==> src/rtl/adcseq_pkg.sv <==
package adcseq_pkg;

  typedef enum logic [1:0] {
    PH_POR   = 2'd0,
    PH_CONV  = 2'd1,
    PH_SLEEP = 2'd2,
    PH_OUT   = 2'd3
  } phase_e;

  typedef struct packed {
    logic loadResult;
    logic shiftOut;
    logic sampleIn;
    logic armAddr;
    logic startConv;
  } strobe_t;

endpackage

==> src/rtl/adcseq_sync.sv <==
module adcseq_sync #(
  parameter int   STAGES  = 2,
  parameter logic RST_VAL = 1'b0
) (
  input  logic clk,
  input  logic rstN,
  input  logic d,
  output logic q
);
  logic [STAGES-1:0] chain;

  always_ff @(posedge clk or negedge rstN) begin
    if (!rstN) chain <= {STAGES{RST_VAL}};
    else       chain <= {chain[STAGES-2:0], d};
  end

  assign q = chain[STAGES-1];
endmodule

==> src/rtl/adcseq_ctrl.sv <==
module adcseq_ctrl
  import adcseq_pkg::*;
#(
  parameter int RESULT_W    = 32,
  parameter int CONV_CYCLES = 1000,
  parameter int POR_CYCLES  = 125000,
  parameter int SYNC_STAGES = 2
) (
  input  logic    clk,
  input  logic    rstN,
  input  logic    csN,
  input  logic    sck,
  input  logic    sdi,
  output logic    csHigh,
  output logic    sdiSync,
  output phase_e  phase,
  output strobe_t strobes
);
  localparam int LONGEST = (POR_CYCLES > CONV_CYCLES) ? POR_CYCLES : CONV_CYCLES;
  localparam int CNT_W   = $clog2(LONGEST + 1);
  localparam int BIT_W   = $clog2(RESULT_W);
  localparam logic [CNT_W-1:0] POR_LAST  = CNT_W'(POR_CYCLES - 1);
  localparam logic [CNT_W-1:0] CONV_LAST = CNT_W'(CONV_CYCLES - 1);
  localparam logic [BIT_W-1:0] BIT_LAST  = BIT_W'(RESULT_W - 1);

  logic sckSync, sckPrev, sckRise, sckFall;
  logic [CNT_W-1:0] cycleCnt;
  logic [BIT_W-1:0] bitCnt;
  logic porDone, convDone, lastFall;

  adcseq_sync #(.STAGES(SYNC_STAGES), .RST_VAL(1'b1)) u_syncCs (
    .clk(clk), .rstN(rstN), .d(csN), .q(csHigh));
  adcseq_sync #(.STAGES(SYNC_STAGES), .RST_VAL(1'b0)) u_syncSck (
    .clk(clk), .rstN(rstN), .d(sck), .q(sckSync));
  adcseq_sync #(.STAGES(SYNC_STAGES), .RST_VAL(1'b0)) u_syncSdi (
    .clk(clk), .rstN(rstN), .d(sdi), .q(sdiSync));

  always_ff @(posedge clk or negedge rstN) begin
    if (!rstN) sckPrev <= 1'b0;
    else       sckPrev <= sckSync;
  end

  assign sckRise  = sckSync & ~sckPrev;
  assign sckFall  = ~sckSync & sckPrev;
  assign porDone  = (phase == PH_POR)  && (cycleCnt == POR_LAST);
  assign convDone = (phase == PH_CONV) && (cycleCnt == CONV_LAST);
  assign lastFall = sckFall && (bitCnt == BIT_LAST);

  always_ff @(posedge clk or negedge rstN) begin
    if (!rstN) begin
      phase    <= PH_POR;
      cycleCnt <= '0;
      bitCnt   <= '0;
    end else begin
      case (phase)
        PH_POR: begin
          if (porDone) begin
            phase    <= PH_CONV;
            cycleCnt <= '0;
          end else begin
            cycleCnt <= cycleCnt + 1'b1;
          end
        end
        PH_CONV: begin
          if (convDone) begin
            phase    <= PH_SLEEP;
            cycleCnt <= '0;
          end else begin
            cycleCnt <= cycleCnt + 1'b1;
          end
        end
        PH_SLEEP: begin
          if (!csHigh) begin
            phase  <= PH_OUT;
            bitCnt <= '0;
          end
        end
        PH_OUT: begin
          if (csHigh || lastFall) begin
            phase    <= PH_CONV;
            cycleCnt <= '0;
          end else if (sckFall) begin
            bitCnt <= bitCnt + 1'b1;
          end
        end
        default: phase <= PH_POR;
      endcase
    end
  end

  always_comb begin
    strobes            = '0;
    strobes.loadResult = convDone;
    strobes.armAddr    = (phase == PH_SLEEP) && !csHigh;
    strobes.shiftOut   = (phase == PH_OUT) && !csHigh && sckFall;
    strobes.sampleIn   = (phase == PH_OUT) && !csHigh && sckRise;
    strobes.startConv  = porDone ||
                         ((phase == PH_OUT) && (csHigh || lastFall));
  end
endmodule

==> src/rtl/adcseq_datapath.sv <==
module adcseq_datapath
  import adcseq_pkg::*;
#(
  parameter int RESULT_W = 32,
  parameter int ADDR_W   = 8
) (
  input  logic                clk,
  input  logic                rstN,
  input  strobe_t             strobes,
  input  logic                outPhase,
  input  logic                sdiSync,
  input  logic [RESULT_W-1:0] resultIn,
  output logic                sdo,
  output logic [ADDR_W-1:0]   channelSel
);
  localparam int ACNT_W = $clog2(ADDR_W + 1);
  localparam logic [ACNT_W-1:0] ADDR_LAST = ACNT_W'(ADDR_W - 1);
  localparam logic [ACNT_W-1:0] ADDR_FULL = ACNT_W'(ADDR_W);

  logic [RESULT_W-1:0] shiftReg;
  logic [ADDR_W-1:0]   addrShift, pendingChan, addrNext;
  logic [ACNT_W-1:0]   addrCnt;

  assign addrNext = {addrShift[ADDR_W-2:0], sdiSync};

  always_ff @(posedge clk or negedge rstN) begin
    if (!rstN) begin
      shiftReg <= '0;
    end else if (strobes.loadResult) begin
      shiftReg <= resultIn;
    end else if (strobes.shiftOut) begin
      shiftReg <= {shiftReg[RESULT_W-2:0], 1'b0};
    end
  end

  always_ff @(posedge clk or negedge rstN) begin
    if (!rstN) begin
      addrShift   <= '0;
      addrCnt     <= '0;
      pendingChan <= '0;
    end else if (strobes.armAddr) begin
      addrCnt <= '0;
    end else if (strobes.sampleIn && (addrCnt != ADDR_FULL)) begin
      addrShift <= addrNext;
      addrCnt   <= addrCnt + 1'b1;
      if (addrCnt == ADDR_LAST) pendingChan <= addrNext;
    end
  end

  always_ff @(posedge clk or negedge rstN) begin
    if (!rstN)                  channelSel <= '0;
    else if (strobes.startConv) channelSel <= pendingChan;
  end

  assign sdo = outPhase ? shiftReg[RESULT_W-1] : 1'b1;
endmodule

==> src/rtl/adc_serial_sequencer.sv <==
module adc_serial_sequencer
  import adcseq_pkg::*;
#(
  parameter int RESULT_W    = 32,
  parameter int ADDR_W      = 8,
  parameter int CONV_CYCLES = 1000,
  parameter int POR_CYCLES  = 125000
) (
  input  logic                clk,
  input  logic                rstN,
  input  logic                csN,
  input  logic                sck,
  input  logic                sdi,
  input  logic [RESULT_W-1:0] resultIn,
  output logic                sdo,
  output logic                sdoEn,
  output logic [ADDR_W-1:0]   channelSel,
  output logic                convActive
);
  phase_e  phase;
  strobe_t strobes;
  logic    csHigh, sdiSync;

  adcseq_ctrl #(
    .RESULT_W(RESULT_W), .CONV_CYCLES(CONV_CYCLES),
    .POR_CYCLES(POR_CYCLES), .SYNC_STAGES(2)
  ) u_ctrl (
    .clk(clk), .rstN(rstN), .csN(csN), .sck(sck), .sdi(sdi),
    .csHigh(csHigh), .sdiSync(sdiSync), .phase(phase), .strobes(strobes));

  adcseq_datapath #(.RESULT_W(RESULT_W), .ADDR_W(ADDR_W)) u_data (
    .clk(clk), .rstN(rstN), .strobes(strobes),
    .outPhase(phase == PH_OUT), .sdiSync(sdiSync), .resultIn(resultIn),
    .sdo(sdo), .channelSel(channelSel));

  assign sdoEn      = ~csHigh;
  assign convActive = (phase == PH_CONV);
endmodule

==> config.mk <==
export PLATFORM = sky130hd
export DESIGN_NAME = adc_serial_sequencer
export DESIGN_NICKNAME = d
export VERILOG_FILES = /design/src/rtl/adcseq_pkg.sv /design/src/rtl/adcseq_sync.sv /design/src/rtl/adcseq_ctrl.sv /design/src/rtl/adcseq_datapath.sv /design/src/rtl/adc_serial_sequencer.sv
export SDC_FILE = /design/constraint.sdc
export NUM_CORES = 1
export LEC_CHECK = 0
export BUFFER_PORTS_ARGS = -buffer_cell sky130_fd_sc_hd__buf_2
export CAP_MARGIN = 0
export CORE_ASPECT_RATIO = 1.2
export CORE_MARGIN = 4
export CORE_UTILIZATION = 63
export DETAILED_ROUTE_END_ITERATION = 10
export PLACE_DENSITY = 0.85
export SLEW_MARGIN = 20
export SYNTH_ARGS = -nofsm -noshare
export SYNTH_HDL_FRONTEND = slang
export SYNTH_HIERARCHICAL = 1
export SYNTH_SLANG_ARGS = --single-unit
==> constraint.sdc <==
create_clock -name clk -period 6.4 [get_ports clk]
set_input_delay 1.28 -clock clk [delete_from_list [all_inputs] [get_ports clk]]
set_output_delay 1.28 -clock clk [all_outputs]
set_load 0.05 [all_outputs]
Yosys cells after proc, flatten, opt, wreduce, memory -nomap -nowiden:

Cells that the tools add are included.

* bits in registers: 90
* word-level logic and storage cells: 75
* output and inout bits: 11

* reduce and logical (&&, ||, !) cells: 22
* bitwise logic cells: 6
* add/sub/neg operators: 3
* muxes and demuxes: 18
* equality and inequality tests: 14

Operators by type and width (number)
* two-way mux 32 bit: 2
* two-way mux 17 bit: 3
* one-hot mux 17 bit (3 select lines): 1
* adder 17 x 1 -> 17 bit (second input constant): 1
* == test 17 x 10 -> 1 bit (second input constant): 1
* == test 17 bit (second input constant): 1
* two-way mux 5 bit: 3
* one-hot mux 5 bit (2 select lines): 1
* logical AND 1 bit: 9
* two-way mux 2 bit: 4
* two-way mux 4 bit: 2
* != test 2 bit (second input constant): 4
* one-hot mux 2 bit (4 select lines): 1
* AND reduction 4 bit: 2
* nonzero test 2 bit: 3
* adder 5 x 1 -> 5 bit (second input constant): 1
* == test 5 bit (second input constant): 1
* adder 4 x 1 -> 4 bit (second input constant): 1
* == test 2 bit (second input constant): 2
* == test 4 x 3 -> 1 bit (second input constant): 1
* != test 2 x 1 -> 1 bit (second input constant): 2
* != test 4 bit (second input constant): 1
* inverter 1 bit: 4
* AND reduction 2 bit: 2
* 8 further kinds: 10

Longest topological paths before layout:

Gate-level depths: netlist (run 1).

* depth after elaboration: 6
* depth in mapped cells: 9
* gate-level depth less buffers: 8

Hierarchy:

The synthesis (run 1) kept the hierarchy.

By module, submodules not included
* adcseq_datapath: area each 2576.2 um^2, times used 1, cells each 214
* adcseq_ctrl: area each 1599.0 um^2, times used 1, cells each 177
* adcseq_sync (u_ctrl.u_syncSck ...): area each 50.0 um^2, times used 2, cells each 2
* adcseq_sync (u_ctrl.u_syncCs): area each 52.6 um^2, times used 1, cells each 2
* adc_serial_sequencer: area each 20.0 um^2, times used 1, cells each 3

Least setup slack after synthesis (run 1):

No wires, ideal clock.

* kind: register -> output
* from: register u_ctrl.phase[1]
* to: output port sdo
* buffers on the path: 0
* slack: 4.164 ns
* required time: 5.120 ns
* arrival time: 0.956 ns
* cell stages (with the launch flop): 3
* cells stage by stage: dfrtp_1 and2_2 nand2b_1

* longest elaborated chain between the ends: 2

RTL lines
* start: declaration: RTL line adcseq_ctrl.sv:16 `output phase_e phase,`
* start signal: assignment: RTL line adcseq_ctrl.sv:51 `phase <= PH_POR;`
* start signal: assignment: RTL line adcseq_ctrl.sv:58 `phase <= PH_CONV;`
* start signal: assignment: RTL line adcseq_ctrl.sv:66 `phase <= PH_SLEEP;`
* == test 2 bit: RTL line adc_serial_sequencer.sv:33 `.outPhase(phase == PH_OUT), .sdiSync(sdiSync), .resultIn(resultIn),`
* two-way mux 1 bit: RTL line adcseq_datapath.sv:55 `assign sdo = outPhase ? shiftReg[RESULT_W-1] : 1'b1;`
* end: declaration: RTL line adc_serial_sequencer.sv:15 `output logic sdo,`

No other way between the ends.

Worst setup path after layout (run 1):

* from: register u_ctrl.phase[0]
* to: output port sdo

Same word-level chain as after synthesis.

==> impl_metrics.csv, run 1 <==
group,metric,value,unit
detailed_routing,route.detailed.drc,0,
floorplanning,initial_core_util,66.2,%
placement,hpwl,5950,µm
sta,post-route-period-util,41.2,%
synth,synth_most_common_cell,"dfrtp_1",
final_layout,utilization,73.6,%
worst_setup_path,worst-r2r-cell-count,6,
synth,ys_top_cells_by_area,"dfrtp_1, mux2i_1, mux2_2",
worst_setup_path,r2r_slack,3920,ps
status,status,"finished, final reports clean",
sta,fmax,379,MHz
floorplanning,die_w,83.8,µm
worst_setup_path,critPathCapture,"sdo",
global_route,grt_pass1_wl,14600,µm
global_route,grt_max_degree,65,
sta,hold_violations,0,
floorplanning,core,0.00657,mm²
sta,period_minus_slack,2640,ps
worst_setup_path,worstPathCellList,"and2_2, nand2b_1, buf_2",
clock_network,cts_setup_buffers,0,
sta,tns,0,ps
synth,synthAdderAreaFrac,2.88,%
clock_network,clk_pin_slew,80,ps
worst_setup_path,worstSetupPathType,"reg2out",
clock_network,clk_latency,370,ps
synth,async_flop_share,100,%
global_route,grt_pass1_vias,3212,
sta,finClkSkew,20.4,ps
worst_setup_path,cp.arrival,1360,ps
power,p_leak,2.06,nW
synth,avgSynthCellArea,10.9,µm²
clock_network,clock_path_buffers,2,
worst_setup_path,required,5120,ps
sta,slew_violations,0,
detailed_routing,antenna_left,0,
final_layout,seqCellArea,0.00225,mm²
synth,syn_nets,447,
synth,synth_compound_area_share,9.58,%
clock_network,cts_hold_buf,0,
sta,finalSetupViolations,0,
clock_network,post_cts_resized,0,
detailed_routing,routed_wl,8400,µm
worst_hold_path,hp-class,"reg2reg",
synth,synth-xor-area-share,1.21,%
floorplanning,dieArea,0.00830,mm²
synth,ys_types,52,
synth,synth_area,0.00435,mm²
detailed_routing,drt_pass1_iterations,4,
placement,gp_routability_congestion,0.860,
floorplanning,die_h,99.0,µm
final_layout,n_fill_cell,466,
global_route,gr-total-overflow,0,
detailed_routing,vias,3031,
final_layout,multi_input_area,0.00198,mm²
sta,rsz0062_at_grt,"no",
worst_setup_path,start_kind,"flip-flop",
clock_network,tritoncts.num_buffers,9,
final_layout,finalNetCount,490,
final_layout,drive_gt1_share,24.3,%
clock_network,cts.root.buffer_cell,"clkbuf_8",
synth,muxShareOfSynthArea,14.8,%
synth,synth_common_cells,"dfrtp_1, nand2_1, o21ai_0",
global_route,track_usage,21.9,%
synth,synth-simple-area-share,16.7,%
detailed_routing,viasPerCell,5.69,
synth,ys_warn_count,6,
sta,hold_ws,352,ps
worst_setup_path,slowest_stage,"dfrtp_1",
final_layout,synthToLayoutAreaGrowth,11.2,%
power,peakVddDrop,0.174,mV
clock_network,cts_tree,"yes",
synth,synthFlopType,"dfrtp_1",
worst_setup_path,cpPeakStageDelay,450,ps
worst_setup_path,critPathLaunch,"u_ctrl/phase[0]",
run,cap_violations,0,
sta,slew_headroom,44.7,%
final_layout,n_antenna_cell,0,
power,p_per_area,205,mW/mm²
clock_network,cts_sinks,90,
detailed_routing,drt_iter0_markers,147,
clock_network,htreeDepth,3,
synth,synth_edf_count,0,
worst_setup_path,rr_endpoint,"u_data/pendingChan[4]",
placement,io_buffer_count,47,
sta,worst_pin_slew,824,ps
synth,ys_seq_area_share,51.9,%
worst_setup_path,worstPathMaxFanout,6,
floorplanning,design.portCount,48,
global_route,antenna_found_initial,0,
synth,yosysTopAreaCell,"dfrtp_1",
synth,synthCells,400,
floorplanning,core.rowCount,32,
synth,synth_top_area_share,50.6,%
synth,synth_top_family_by_area,"simple AND/OR/NAND/NOR gates",
worst_setup_path,regToRegStartpoint,"u_ctrl/phase[0]",
synth,ys_seq_elements,90,
detailed_routing,wl_per_cell,15.8,µm
worst_setup_path,endpoint_kind,"output pin",
[final cells by class]
class                           instances  area share (%)
Clock buffer                           10            2.64
Clock inverter                          6            1.53
Inverter                               10           0.776
Multi-Input combinational cell        282            40.9
Sequential cell                        90            46.6
Tap cell                               85            2.20
Timing Repair Buffer                   50            5.38
[kinds of logic after synthesis]
| kind of cell | Yosys count |
|---|---|
| flops | 90 |
| fa+ha+maj | 10 |
| mux | 61 |
| compound gates | 68 |
| buf+inv | 28 |
| xor+xnor | 6 |
| simple gates | 137 |
[sequential cells by signal (all words and copies together) (netlist names)]
name,cells
u_ctrl/u_syncSdi/chain,2
u_ctrl/u_syncCs/chain,2
u_ctrl/sckPrev,1
u_ctrl/u_syncSck/chain,2
u_data/addrCnt,4
u_data/shiftReg,32
u_data/pendingChan,8
u_ctrl/cycleCnt,17
u_ctrl/phase,2
u_data/addrShift,7
u_data/channelSel,8
u_ctrl/bitCnt,5
[routing by layer]
layer	vias up	part of all wire (%)	GRT usage, %
met5	-	0	0
met4	0	1.5	8.54
met3	13	4.6	5.52
met2	75	54	39.1
met1	1451	40	25.2
li1	1492	-	-
[cells in the final DEF (no fill, tap or decap), drive strengths merged, types with 4 or more instances in the layout]
cell / synthesis / final
and3: 7 / 7
buf: 12 / 50
clkbuf: 6 / 10
dfrtp: 88 / 88
ha: 10 / 10
inv: 10 / 12
mux2: 26 / 26
mux2i: 35 / 35
nand2: 63 / 63
nand2b: 6 / 6
nand3: 5 / 5
nand4: 5 / 5
nor2: 16 / 16
nor2b: 5 / 5
nor3: 9 / 9
nor4: 5 / 5
o211ai: 4 / 4
o21ai: 51 / 51
[through the flow]
stage	area, µm²	total power (W)	worst slack [ps]	std cells
after floorplan	4350	0.000585	4160	400
after global placement	4630	0.000609	3930	517
after detailed placement	4630	0.000609	3710	517
after CTS	4840	0.00100	3720	533
after global routing	4840	0.00103	3710	533
final	4840	0.000990	3760	533
[power breakdown]
part / switching, W / internal, W
clock network: 0.000208 / 0.000185
registers: 0.00000170 / 0.000571
logic: 0.0000154 / 0.00000888
total: 0.000225 / 0.000765
[critical path: cells and delay by family (launching register included)]
| family | cells | cell delay [ps] |
|---|---|---|
| simple gates | 2 | 280 |
| flops | 1 | 450 |
| buf+inv | 1 | 260 |
[worst min-delay path by stage]
| stage | startpoint | endpoint | slack [ps] | cells past startpoint |
|---|---|---|---|---|
| final | u_ctrl/u_syncSck/chain[0] | u_ctrl/u_syncSck/chain[1] | 350 | 0 |
| after CTS | u_ctrl/u_syncSck/chain[0] | u_ctrl/u_syncSck/chain[1] | 360 | 0 |
| after detailed placement | u_ctrl/u_syncSck/chain[0] | u_ctrl/u_syncSck/chain[1] | 340 | 0 |
| after floorplan | u_ctrl/u_syncSck/chain[0] | u_ctrl/u_syncSck/chain[1] | 330 | 0 |
| after global routing | u_ctrl/u_syncSck/chain[0] | u_ctrl/u_syncSck/chain[1] | 360 | 0 |
| after global placement | u_ctrl/u_syncSdi/chain[0] | u_ctrl/u_syncSdi/chain[1] | 330 | 0 |
(Power assumes the default switching activity.)
==> run 2, diff against run 1 <==
--- a/config.mk
+++ b/config.mk
@@ -9,9 +9,9 @@
 export CAP_MARGIN = 0
 export CORE_ASPECT_RATIO = 1.2
 export CORE_MARGIN = 4
-export CORE_UTILIZATION = 63
+export CORE_UTILIZATION = 58
 export DETAILED_ROUTE_END_ITERATION = 10
-export PLACE_DENSITY = 0.85
+export PLACE_DENSITY = 0.79
 export SLEW_MARGIN = 20
 export SYNTH_ARGS = -nofsm -noshare
 export SYNTH_HDL_FRONTEND = slang
==> constraint.sdc (replaced) <==
create_clock -name clk -period 2.7 [get_ports clk]
set_input_delay 0.54 -clock clk [delete_from_list [all_inputs] [get_ports clk]]
set_output_delay 0.54 -clock clk [all_outputs]
set_load 0.05 [all_outputs]
==> impl_metrics.csv, run 2 (synthesized netlist as in run 1, its figures left out) <==
group,metric,value,unit
detailed_routing,vias,3051,
clock_network,htreeDepth,3,
placement,io_buffer_count,47,
detailed_routing,route.detailed.drc,0,
placement,gp_routability_congestion,0.880,
clock_network,cts.root.buffer_cell,"clkbuf_8",
final_layout,layout_commonest_cell,"dfrtp_1",
global_route,grt_pass1_wl,13800,µm
final_layout,final_cells,544,
floorplanning,die_w,87.0,µm
clock_network,cts_setup_buffers,0,
floorplanning,die_h,103,µm
worst_setup_path,start_kind,"flip-flop",
sta,finClkSkew,14.4,ps
sta,rsz0062_at_grt,"no",
global_route,grt_busiest_layer,"met2",
sta,slew_violations,0,
floorplanning,dieArea,0.00895,mm²
sta,finalSetupViolations,0,
worst_hold_path,hp-class,"in2async",
final_layout,largest_register_ff_count,32,
clock_network,clk_pin_slew,90,ps
sta,hold_violations,0,
worst_setup_path,slowest_stage,"nor3b_1",
run,cap_violations,0,
placement,dp_cells,528,
worst_setup_path,regToRegStartpoint,"u_ctrl/phase[0]",
sta,fmax,418,MHz
clock_network,post_cts_resized,0,
power,peakVddDrop,0.302,mV
power,p_per_area,477,mW/mm²
final_layout,top_register,"u_data/shiftReg",
final_layout,synthToLayoutAreaGrowth,13.2,%
worst_setup_path,worstSetupPathType,"reg2reg",
clock_network,tritoncts.num_buffers,9,
global_route,met2_usage,31.5,%
sta,worst_pin_slew,706,ps
sta,slew_headroom,52.6,%
sta,period_minus_slack,2390,ps
detailed_routing,routed_wl,7900,µm
final_layout,n_antenna_cell,0,
detailed_routing,wl_per_cell,14.5,µm
sta,post-route-period-util,88.7,%
global_route,gr-total-overflow,0,
power,p_leak,2.10,nW
clock_network,cts_sinks,90,
global_route,track_usage,19.5,%
clock_network,clk_latency,360,ps
detailed_routing,drt_iter0_markers,123,
worst_setup_path,r2r_slack,310,ps
detailed_routing,antenna_left,0,
placement,hpwl,5610,µm
worst_setup_path,rr_endpoint,"u_data/pendingChan[6]",
sta,tns,0,ps
global_route,use_met1,25.6,%
global_route,antenna_found_initial,0,
final_layout,drive_gt1_share,25.3,%
worst_setup_path,endpoint_kind,"flip-flop",
worst_setup_path,required,2940,ps
floorplanning,initial_core_util,59.8,%
worst_setup_path,critPathLaunch,"u_ctrl/phase[0]",
worst_setup_path,worst-r2r-cell-count,6,
final_layout,finalNetCount,496,
floorplanning,design.portCount,48,
floorplanning,core,0.00727,mm²
global_route,global_route.usage.met3,3.52,%
clock_network,clock_path_buffers,2,
global_route,grt_max_degree,65,
clock_network,cts_hold_buf,0,
worst_setup_path,worstPathMaxFanout,9,
status,status,"finished, final reports clean",
clock_network,cts_tree,"yes",
worst_setup_path,cpPeakStageDelay,490,ps
final_layout,most-common-layout-cells,"dfrtp_1, nand2_1, o21ai_0",
worst_setup_path,worstPathCellList,"ha_1, nand2b_1, nor3b_1, nor2b_4, nand4b_4, mux2_2",
global_route,grt_pass1_vias,3018,
floorplanning,core.rowCount,34,
worst_setup_path,cp.arrival,2640,ps
detailed_routing,drt_pass1_iterations,4,
detailed_routing,viasPerCell,5.61,
final_layout,reg_top3,"u_data/shiftReg x32, u_ctrl/cycleCnt x17",
-- run 2: final cells by class --
type | count | area, µm²
fillers | 564 | 2350
multi-input cells | 282 | 1980
flip-flops and latches | 90 | 2250
well taps | 90 | 113
repair buffers | 56 | 343
clock buffers | 10 | 128
inverters | 10 | 37.5
clock inverters | 6 | 71.3
-- run 2: how the worst max path moves through the flow --
stage,to,depth (start not counted),slack (ps)
6_report,u_data/pendingChan[6],6,310
2_1_floorplan,u_data/pendingChan[0],7,610
5_1_grt,u_data/pendingChan[6],6,110
4_1_cts,u_data/channelSel[2],4,280
3_3_place_gp,u_data/channelSel[1],4,320
3_5_place_dp,u_data/channelSel[2],4,280
-- run 2: worst max-delay path, delay by kind of cell (launching register included) --
family | cells | cell delay, ps
adders and majority gates | 1 | 360
DFF | 1 | 450
muxes | 1 | 310
and+or+nand+nor | 4 | 1170
-- run 2: metal layers --
layer / routed length [µm] / up-vias
met5: 0 / -
met4: 154 / 0
met3: 290 / 14
met2: 3930 / 57
li1: - / 1506
met1: 3530 / 1474
-- run 2: where the power goes --
part	internal, W	switching [W]
clock network	0.000440	0.000489
registers	0.00135	0.00000425
logic	0.0000239	0.0000359
total	0.00182	0.000529
-- run 2: per-stage QoR --
stage               hold slack (ps)  total power (W)  util, %  setup WS [ps]  instance area, µm²
floorplan                       244          0.00139        -            611                4350
global placement                332          0.00145     64.9            325                4720
detailed placement              347          0.00145     64.9            281                4720
CTS                             146          0.00238     67.7            283                4920
global route                    176          0.00244     67.7            108                4920
finish                          138          0.00235     67.7            305                4920
